===== src/rtl/ee_prog_pkg.sv =====
package ee_prog_pkg;
  typedef enum logic [1:0] {
    OP_ERASE     = 2'd0,
    OP_WRITE     = 2'd1,
    OP_ERASE_ALL = 2'd2,
    OP_WRITE_ALL = 2'd3
  } ee_op_e;
endpackage


===== src/rtl/ee_start_gate.sv =====
module ee_start_gate
  import ee_prog_pkg::*;
#(
  parameter int ADDR_W = 3,
  parameter int DATA_W = 8
) (
  input  logic              clk,
  input  logic              rst_n,
  input  logic              req_valid,
  input  logic [1:0]        req_op,
  input  logic [ADDR_W-1:0] req_addr,
  input  logic [DATA_W-1:0] req_data,
  input  logic              cs,
  input  logic              cs_fall,
  input  logic              sclk_rise,
  input  logic              busy,
  output logic              req_ready,
  output logic              armed,
  output logic              start,
  output ee_op_e            op_q,
  output logic [ADDR_W-1:0] addr_q,
  output logic [DATA_W-1:0] data_q
);
  logic accept;

  assign req_ready = ~armed & ~busy;
  assign accept    = req_valid & req_ready;
  // the window closes on the first C rise; a C rise wins a tie
  assign start     = armed & cs_fall & ~sclk_rise;

  always_ff @(posedge clk or negedge rst_n) begin
    if (!rst_n) begin
      armed  <= 1'b0;
      op_q   <= OP_ERASE;
      addr_q <= '0;
      data_q <= '0;
    end else if (accept) begin
      armed  <= cs;
      op_q   <= ee_op_e'(req_op);
      addr_q <= req_addr;
      data_q <= req_data;
    end else if (armed && (sclk_rise || cs_fall)) begin
      armed  <= 1'b0;
    end
  end
endmodule


===== src/rtl/ee_prog_seq.sv =====
module ee_prog_seq
  import ee_prog_pkg::*;
#(
  parameter int ADDR_W      = 3,
  parameter int DATA_W      = 8,
  parameter int PROG_CYCLES = 40
) (
  input  logic              clk,
  input  logic              rst_n,
  input  logic              start,
  input  ee_op_e            op,
  input  logic [ADDR_W-1:0] addr,
  input  logic [DATA_W-1:0] data,
  output logic              busy,
  output logic              done,
  output logic              mem_we,
  output logic [ADDR_W-1:0] mem_addr,
  output logic [DATA_W-1:0] mem_wdata
);
  localparam int DEPTH  = 1 << ADDR_W;
  localparam int CW_T   = $clog2(PROG_CYCLES + 1);
  localparam int CNT_W  = (CW_T > ADDR_W + 2) ? CW_T : ADDR_W + 2;
  localparam logic [CNT_W-1:0] LAST   = CNT_W'(PROG_CYCLES);
  localparam logic [CNT_W-1:0] DEPTHC = CNT_W'(DEPTH);

  logic [CNT_W-1:0] cnt;
  logic [CNT_W-1:0] step;
  logic [CNT_W-1:0] pstep;
  logic             whole;
  logic             prog;

  assign busy  = (cnt != '0);
  assign done  = busy && (cnt == LAST);
  assign step  = cnt - 1'b1;
  assign pstep = step - DEPTHC;
  assign whole = (op == OP_ERASE_ALL) || (op == OP_WRITE_ALL);
  assign prog  = (op == OP_WRITE) || (op == OP_WRITE_ALL);

  always_ff @(posedge clk or negedge rst_n) begin
    if (!rst_n)    cnt <= '0;
    else if (start) cnt <= CNT_W'(1);
    else if (busy)  cnt <= (cnt == LAST) ? '0 : cnt + 1'b1;
  end

  always_comb begin
    mem_we    = 1'b0;
    mem_addr  = addr;
    mem_wdata = '1;
    if (busy) begin
      if (!whole) begin
        if (step == '0) begin
          mem_we = 1'b1;
        end else if (prog && step == CNT_W'(1)) begin
          mem_we    = 1'b1;
          mem_wdata = data;
        end
      end else begin
        if (step < DEPTHC) begin
          mem_we   = 1'b1;
          mem_addr = step[ADDR_W-1:0];
        end else if (prog && step < 2 * DEPTHC) begin
          mem_we    = 1'b1;
          mem_addr  = pstep[ADDR_W-1:0];
          mem_wdata = data;
        end
      end
    end
  end
endmodule


===== src/rtl/ee_status_drv.sv =====
module ee_status_drv (
  input  logic clk,
  input  logic rst_n,
  input  logic cs,
  input  logic cs_fall,
  input  logic busy,
  input  logic done,
  output logic q_out,
  output logic q_oe
);
  logic finished;

  always_ff @(posedge clk or negedge rst_n) begin
    if (!rst_n)       finished <= 1'b0;
    else if (done)    finished <= 1'b1;
    else if (cs_fall) finished <= 1'b0;
  end

  assign q_oe  = cs & (busy | finished);
  assign q_out = ~busy;
endmodule


===== src/rtl/ee_prog_ctrl.sv =====
module ee_prog_ctrl
  import ee_prog_pkg::*;
#(
  parameter int ADDR_W      = 3,
  parameter int DATA_W      = 8,
  parameter int PROG_CYCLES = 40
) (
  input  logic              clk,
  input  logic              rst_n,
  input  logic              req_valid,
  output logic              req_ready,
  input  logic [1:0]        req_op,
  input  logic [ADDR_W-1:0] req_addr,
  input  logic [DATA_W-1:0] req_data,
  input  logic              cs,
  input  logic              sclk,
  output logic              mem_we,
  output logic [ADDR_W-1:0] mem_addr,
  output logic [DATA_W-1:0] mem_wdata,
  output logic              q_out,
  output logic              q_oe
);
  logic              cs_q, sclk_q;
  logic              cs_fall, sclk_rise;
  logic              armed, start, busy, done;
  ee_op_e            op_q;
  logic [ADDR_W-1:0] addr_q;
  logic [DATA_W-1:0] data_q;

  always_ff @(posedge clk or negedge rst_n) begin
    if (!rst_n) begin
      cs_q   <= 1'b0;
      sclk_q <= 1'b0;
    end else begin
      cs_q   <= cs;
      sclk_q <= sclk;
    end
  end

  assign cs_fall   = cs_q & ~cs;
  assign sclk_rise = ~sclk_q & sclk;

  ee_start_gate #(.ADDR_W(ADDR_W), .DATA_W(DATA_W)) u_gate (
    .clk(clk), .rst_n(rst_n), .req_valid(req_valid), .req_op(req_op),
    .req_addr(req_addr), .req_data(req_data), .cs(cs), .cs_fall(cs_fall),
    .sclk_rise(sclk_rise), .busy(busy), .req_ready(req_ready),
    .armed(armed), .start(start), .op_q(op_q), .addr_q(addr_q), .data_q(data_q)
  );

  ee_prog_seq #(.ADDR_W(ADDR_W), .DATA_W(DATA_W), .PROG_CYCLES(PROG_CYCLES)) u_seq (
    .clk(clk), .rst_n(rst_n), .start(start), .op(op_q), .addr(addr_q),
    .data(data_q), .busy(busy), .done(done), .mem_we(mem_we),
    .mem_addr(mem_addr), .mem_wdata(mem_wdata)
  );

  ee_status_drv u_stat (
    .clk(clk), .rst_n(rst_n), .cs(cs), .cs_fall(cs_fall), .busy(busy),
    .done(done), .q_out(q_out), .q_oe(q_oe)
  );
endmodule


===== config.mk =====
export PLATFORM = sky130hd
export DESIGN_NAME = ee_prog_ctrl
export DESIGN_NICKNAME = d
export VERILOG_FILES = /design/src/rtl/ee_prog_pkg.sv /design/src/rtl/ee_start_gate.sv /design/src/rtl/ee_prog_seq.sv /design/src/rtl/ee_status_drv.sv /design/src/rtl/ee_prog_ctrl.sv
export SDC_FILE = /design/constraint.sdc
export NUM_CORES = 1
export LEC_CHECK = 0
export ABC_AREA = 1
export BUFFER_PORTS_ARGS = -buffer_cell sky130_fd_sc_hd__buf_2
export CORE_MARGIN = 10
export CORE_UTILIZATION = 47
export DETAILED_ROUTE_END_ITERATION = 16
export PLACE_DENSITY = 0.74
export SETUP_SLACK_MARGIN = 0.2
export SYNTH_ARGS = -nofsm -noshare
export SYNTH_HDL_FRONTEND = slang
export SYNTH_SLANG_ARGS = --single-unit

===== constraint.sdc =====
create_clock -name clk -period 1.8 [get_ports clk]
set_clock_uncertainty 0.2 [all_clocks]
set_input_delay 0 -clock clk [delete_from_list [all_inputs] [get_ports clk]]
set_output_delay 0 -clock clk [all_outputs]
set_load 0.005 [all_outputs]

# Yosys cells after proc, flatten, opt, wreduce, memory -nomap -nowiden
# Cells that the tools add are included.
[classes]
n_mux = 23
n_eq_ne = 5
n_bitwise = 13
magnitude_cmp = 2
n_reduce_logical = 12
n_addsub = 3
[ops]
columns = ["op", "count"]
rows = [
  ["$mux W8", 6],
  ["$mux W6", 3],
  ["$mux W3", 4],
  ["$mux W1", 10],
  ["$and A1 B1 Y1", 7],
  ["$add A6 B1 Y6 const B", 1],
  ["$eq A6 B1 Y1 const B", 1],
  ["$eq A6 B6 Y1 const B", 1],
  ["$logic_not A6 Y1", 1],
  ["$lt A6 B4 Y1 const B", 1],
  ["$lt A6 B5 Y1 const B", 1],
  ["$reduce_bool A2 Y1", 3],
  ["$reduce_bool A6 Y1", 1],
  ["$sub A6 B1 Y6 const B", 1],
  ["$not A1 Y1", 5],
  ["$eq A2 B2 Y1 const B", 2],
  ["$logic_and A1 B1 Y1", 4],
  ["$logic_or A1 B1 Y1", 3],
  ["$sub A3 B1 Y3 const B", 1],
  ["$eq A2 B1 Y1 const B", 1],
  ["$or A1 B1 Y1", 1],
]
[word_totals]
register_bits = 23
word_cells = 66
out_inout_bits = 15

# Depth between registers and ports, before layout
[logic_depth]
word_depth = 7
ltp_mapped = 11

# By module
# Synthesis repeated with hierarchy kept, for this count alone.
[hier_totals]
hier_cells = 182
hier_area_um2 = 1408.9
[modules_own_cells]
columns = ["mod", "n_inst", "seq_area_each_um2", "area_per_inst_um2", "cells_per_inst"]
rows = [
  ["ee_prog_seq", 1, 150.1, 688.2, 103],
  ["ee_start_gate", 1, 350.3, 595.6, 64],
  ["ee_prog_ctrl", 1, 50.0, 70.1, 6],
  ["ee_status_drv", 1, 25.0, 55.1, 9],
]

# Worst setup path after synthesis
# No wires, ideal clock.
[synth_timing]
path_type = "register -> register"
start = "reg u_seq.cnt[0]"
end = "reg u_gate.addr_q[0]"
arrival_ns = 1.435
period_less_slack_ns = 1.752
n_path_buf = 1
t_required_ns = 1.484
path_stages_with_launch = 11
path_slack_ns = 0.048
path_cell_list = "dfrtp_1 > inv_1 > ha_1 > nand2_2 > inv_2 > nand3_4 > nor2_4 > nand2_2 > buf_2 > nand2_1 > nand2_1"
[synth_via]
elab_chain_len = 4
[synth_rtl]
columns = ["element", "line_no", "rtl"]
rows = [
  ["start, declared", "ee_prog_seq.sv:26", "logic [CNT_W-1:0] cnt;"],
  ["start signal, assigned", "ee_prog_seq.sv:42", "else if (busy) cnt <= (cnt == LAST) ? '0 : cnt + 1'b1;"],
  ["$reduce_bool A6 Y1", "ee_prog_seq.sv:32", "assign busy = (cnt != '0);"],
  ["$not A1 Y1", "ee_start_gate.sv:26", "assign req_ready = ~armed & ~busy;"],
  ["$and A1 B1 Y1", "ee_start_gate.sv:26", ""],
  ["net req_ready", "ee_prog_ctrl.sv:11", "output logic req_ready,"],
  ["$and A1 B1 Y1", "ee_start_gate.sv:27", "assign accept = req_valid & req_ready;"],
  ["end signal, assigned", "ee_start_gate.sv:40", "addr_q <= req_addr;"],
  ["end, declared", "ee_start_gate.sv:21", "output logic [ADDR_W-1:0] addr_q,"],
]
# The timed path passes the listed nets, and every way through them passes these cells.
# A chain may end at the register's enable or synchronous reset.

# Final worst setup path
[layout_timing]
start = "reg u_seq.cnt[1]"
end = "out mem_wdata[1]"
[layout_via]
elab_chain_len = 7
elab_cells_between_ends = 14
[layout_rtl]
columns = ["element", "line_no", "rtl"]
rows = [
  ["$sub A6 B1 Y6", "ee_prog_seq.sv:34", "assign step = cnt - 1'b1;"],
  ["$lt A6 B5 Y1 / $eq A6 B1 Y1 (equally long branches)", "ee_prog_seq.sv:61, ee_prog_seq.sv:53", ""],
  ["$logic_and A1 B1 Y1 (on tied branches)", "ee_prog_seq.sv:61, ee_prog_seq.sv:53", ""],
  ["$mux W8 (on tied branches)", "ee_prog_seq.sv:61, ee_prog_seq.sv:53", ""],
  ["$mux W8 (on tied branches)", "ee_prog_seq.sv:58, ee_prog_seq.sv:51", ""],
  ["$mux W8", "ee_prog_seq.sv:50", "if (!whole) begin"],
  ["$mux W8 *", "ee_prog_seq.sv:49", "if (busy) begin"],
  ["end, declared", "ee_prog_ctrl.sv:19", "output logic [DATA_W-1:0] mem_wdata,"],
]
# Mark *: on every way between the ends. The rest lies on a longest branch, timed or not.

==> qor.log <==
qor: finish.antenna_cells 0
qor: worst_setup_path.rr_startpoint u_seq.cnt[1]
qor: drt.drt_wl_cell 15.9 µm
qor: floorplan.die_h 73.7 µm
qor: yosys.synthesis.nets 203
qor: power_and_ir_drop.p_leak 1.14 nW
qor: power_and_ir_drop.internal-power 1.56 mW
qor: finish.ff_latch_area 576 µm²
qor: yosys.sequential_area_share_after_synthesis 42.5%
qor: timing.max_clock_freq 0.480 GHz
qor: placement.io_buffer_count 32
qor: finish.final_non_filler_cell_total 282
qor: yosys.netlist_instances 181
qor: finish.drive_above_1_share 45.0%
qor: drt.route.vias.total 1433
qor: clock_tree.sink_count_of_the_clock_tree 23
qor: worst_hold_path.min_from sclk
qor: worst_setup_path.ws_path_type reg2out
qor: worst_hold_path.worst_hold_path_type in2reg
qor: floorplan.boundaryPins 33
qor: finish.multiInputGateArea 831 µm²
qor: clock_tree.cts_buffers 3
qor: global_routing.grt_antenna_before_repair 0
qor: global_routing.globalRouteMet3Util 4.58%
qor: floorplan.row_count 19
qor: yosys.synthXorXnorAreaFrac 1.29%
qor: power_and_ir_drop.fraction_of_power_spent_switching_nets 45.3%
qor: yosys.synth_compound_area_share 4.44%
qor: clock_tree.tritoncts done
qor: outcome.failing_checks setup timing
qor: finish.fillerInstances 165
qor: worst_setup_path.timing.critical_path.from u_seq.cnt[1]
qor: yosys.synth.top_cells.by_area sky130_fd_sc_hd__dfrtp_1 (43%), sky130_fd_sc_hd__nand2_1 (20%), sky130_fd_sc_hd__inv_1 (6.1%)
qor: timing.setup_viol_count_final 29
qor: global_routing.grt_busiest_layer met2
qor: placement.dpl_cell_area 1570 µm²
qor: timing.setup_total_negative_slack -5.00 ns
qor: timing.fin_crit 2.09 ns
qor: worst_setup_path.critical_path.endpoint_type output port
qor: finish.final_cell_area 2150 µm²
qor: worst_setup_path.critical_path_peak_fanout 8
qor: power_and_ir_drop.p_comb_share 58.2%
qor: drt.drt-pass1-iter-count 4
qor: global_routing.grt_use_met1 17.1%
qor: timing.hold_slack 0.143 ns
qor: power_and_ir_drop.net-switching-power 1.30 mW
qor: yosys.multiplexer_share_of_the_synthesized_area 0%
qor: clock_tree.clk_path_buf_depth 2
qor: drt.drt_first_iter_violations 86
qor: global_routing.grt_use_total 15.2%
qor: floorplan.start_util 49.1%
qor: timing.period_share 116%
qor: global_routing.use_met2 26.9%
qor: yosys.synth_simple_gate_area_share 38.8%
qor: floorplan.die_w 73.7 µm
qor: timing.worst_slew_slack_as_a_fraction_of_its_limit 65.3%
qor: worst_setup_path.required 1.60 ns
qor: yosys.synth_area_leader_cell sky130_fd_sc_hd__dfrtp_1
qor: global_routing.grt_first_pass_wirelength 6610 µm
qor: clock_tree.clkLatencyLatePin 0.31 ns
qor: yosys.combinational_family_with_the_most_area_after_synthesis simple AND/OR/NAND/NOR gates
qor: power_and_ir_drop.p_per_area 1330 nW/µm²
qor: worst_setup_path.start_kind register
qor: yosys.syn_area_per_cell 7.48 µm²
qor: yosys.syn-cell-area 1350 µm²
qor: drt.drt-vias-per-instance 5.08
qor: timing.worst_slack -0.285 ns
qor: power_and_ir_drop.power.clock.fraction 8.7%
qor: power_and_ir_drop.seq_power_share 33.1%
qor: drt.drc_errors 0
qor: drt.ant_nets 0
qor: timing.max_slew.worst_pin.slew 0.521 ns
qor: outcome.outcome finished, violations left
qor: placement.detailed_place_hpwl 2310 µm
qor: clock_tree.htreeDepth 1
qor: global_routing.via_count_of_the_first_global_routing_pass 1431
qor: global_routing.largest_net_degree_at_the_start_of_global_routing 24
qor: yosys.synth_seq_cells 23
qor: floorplan.floorplan.core_area 2760 µm²
qor: job.maxCapViolCount 0
qor: finish.finish.utilization 78.1%
qor: placement.placed_cells_incl_taps 245
qor: clock_tree.clkSlewWorstSetupHoldPaths 0.12 ns
qor: clock_tree.clock_tree.root_cell sky130_fd_sc_hd__clkbuf_4
qor: yosys.synth_top_area_share 42.5%
qor: timing.hold_viol 0
qor: power_and_ir_drop.vdd_ir_drop_max 0.943 mV
qor: timing.slew_viol_final 0
qor: drt.drt-total-wl 4500 µm
qor: placement.finalWeightedCongestion 0.852
qor: finish.fin_nets 274
qor: worst_setup_path.arrival 1.89 ns
qor: floorplan.die_area 5430 µm²
qor: finish.synthToLayoutAreaGrowth 59.2%
qor: timing.rsz0062_at_grt yes
qor: yosys.yosys_warnings 0
qor: global_routing.grt_remaining_overflow 0
qor: yosys.synthDistinctLibCells 23
qor: yosys.post_synth_fa_ha_maj_area_fraction 3.70%
[critical path, cell delays in order (launching register included)]
cell                      delay, ns
sky130_fd_sc_hd__dfrtp_1       0.42
sky130_fd_sc_hd__inv_2         0.09
sky130_fd_sc_hd__ha_4          0.15
sky130_fd_sc_hd__inv_1         0.06
sky130_fd_sc_hd__nand2_2       0.06
sky130_fd_sc_hd__nand2_2       0.06
sky130_fd_sc_hd__nor2_2        0.11
sky130_fd_sc_hd__nand2_2       0.08
sky130_fd_sc_hd__nor2_4        0.11
sky130_fd_sc_hd__nand3_2       0.09
sky130_fd_sc_hd__nand2_4       0.13
sky130_fd_sc_hd__nand2_1       0.06
sky130_fd_sc_hd__buf_2         0.13
[per-layer routing]
metal	vias up	part of all wire, %	wire (µm)
met4	0	2.1	93
li1	689	-	-
met1	692	41	1830
met5	-	0	0
met2	43	51	2290
met3	9	6.3	282
[sequential cells by signal (all words and copies together), names as in the netlist]
register / flops
u_seq.cnt: 6
sclk_q: 1
u_gate.data_q: 8
u_gate.armed: 1
cs_q: 1
u_gate.op_q: 2
u_stat.finished: 1
u_gate.addr_q: 3
[cell families after synthesis]
| kind of cell | Yosys count |
|---|---|
| flip-flops | 23 |
| AND/OR/NAND/NOR | 111 |
| buffers and inverters | 29 |
| AO/OA/AOI/OAI | 12 |
| adder cells (fa/ha/maj) | 4 |
| XOR/XNOR | 2 |
[stage by stage]
stage | power (mW) | setup slack, ns
after floorplan | 1.73 | 0.122
after global placement | 2.07 | 0.0786
after detailed placement | 2.09 | 0.0533
after CTS | 2.56 | -0.217
after global routing | 3.08 | -0.431
final | 2.86 | -0.285
[layout by cell type, fill, tap and decap left out, drive strengths merged]
cell type and count:
a21oi 5, nand3b 2, nand3 10, nand4 2, clkinv 2, ha 4, buf 49, dlygate4sd3 18
inv 27, dfrtp 23, or2 8, xor2 2, o21ai 7, nand2 76, nor3 1, nor2 12
clkbuf 3
[cells in the mapped netlist (all sizes together)]
master,number
a21oi,5
buf,3
dfrtp,23
ha,4
inv,26
nand2,76
nand3,10
nand3b,2
nand4,2
nor2,12
nor3,1
o21ai,7
or2,8
xor2,2
[power groups by stage]
stage	clock [mW]	sequential, mW	combinational, mW
final	0.250	0.945	1.66
after detailed placement	0	0.899	1.19
after floorplan	0	0.882	0.847
after global routing	0.270	0.973	1.84
after CTS	0.240	0.906	1.41
after global placement	0	0.899	1.18
[timing repair]
item                                   4_1_cts  5_1_grt
hold buffers                                18        0
pin swaps                                   13       14
setup endpoints to repair                   30       34
endpoints found under the hold margin       41        0
buffers inserted                             8        4
resized for setup                           46       34
cloned                                       3        0
[final timing paths]
path | end | slack (ns) | cells after the start
max | mem_wdata[1] | -0.29 | 12
min | sclk_q | 0.14 | 2
max reg2reg | u_gate.op_q[1] | -0.15 | 11
min reg2reg | u_gate.data_q[3] | 0.30 | 2
max in group asynchronous | u_seq.cnt[1] | 0.55 | 3
min in group asynchronous | u_gate.data_q[1] | 0.50 | 3
[final cells by class]
cell class                 count  share of cell area (%)
clock inverter                 1                   0.232
multi-input combinational    129                    38.6
timing repair inverter         2                    1.05
tap                           31                    1.80
timing repair buffer          67                    25.4
sequential                    23                    26.7
inverter                      26                    5.23
clock buffer                   3                    1.05
No activity file was read; power rests on OpenSTA's default activity.
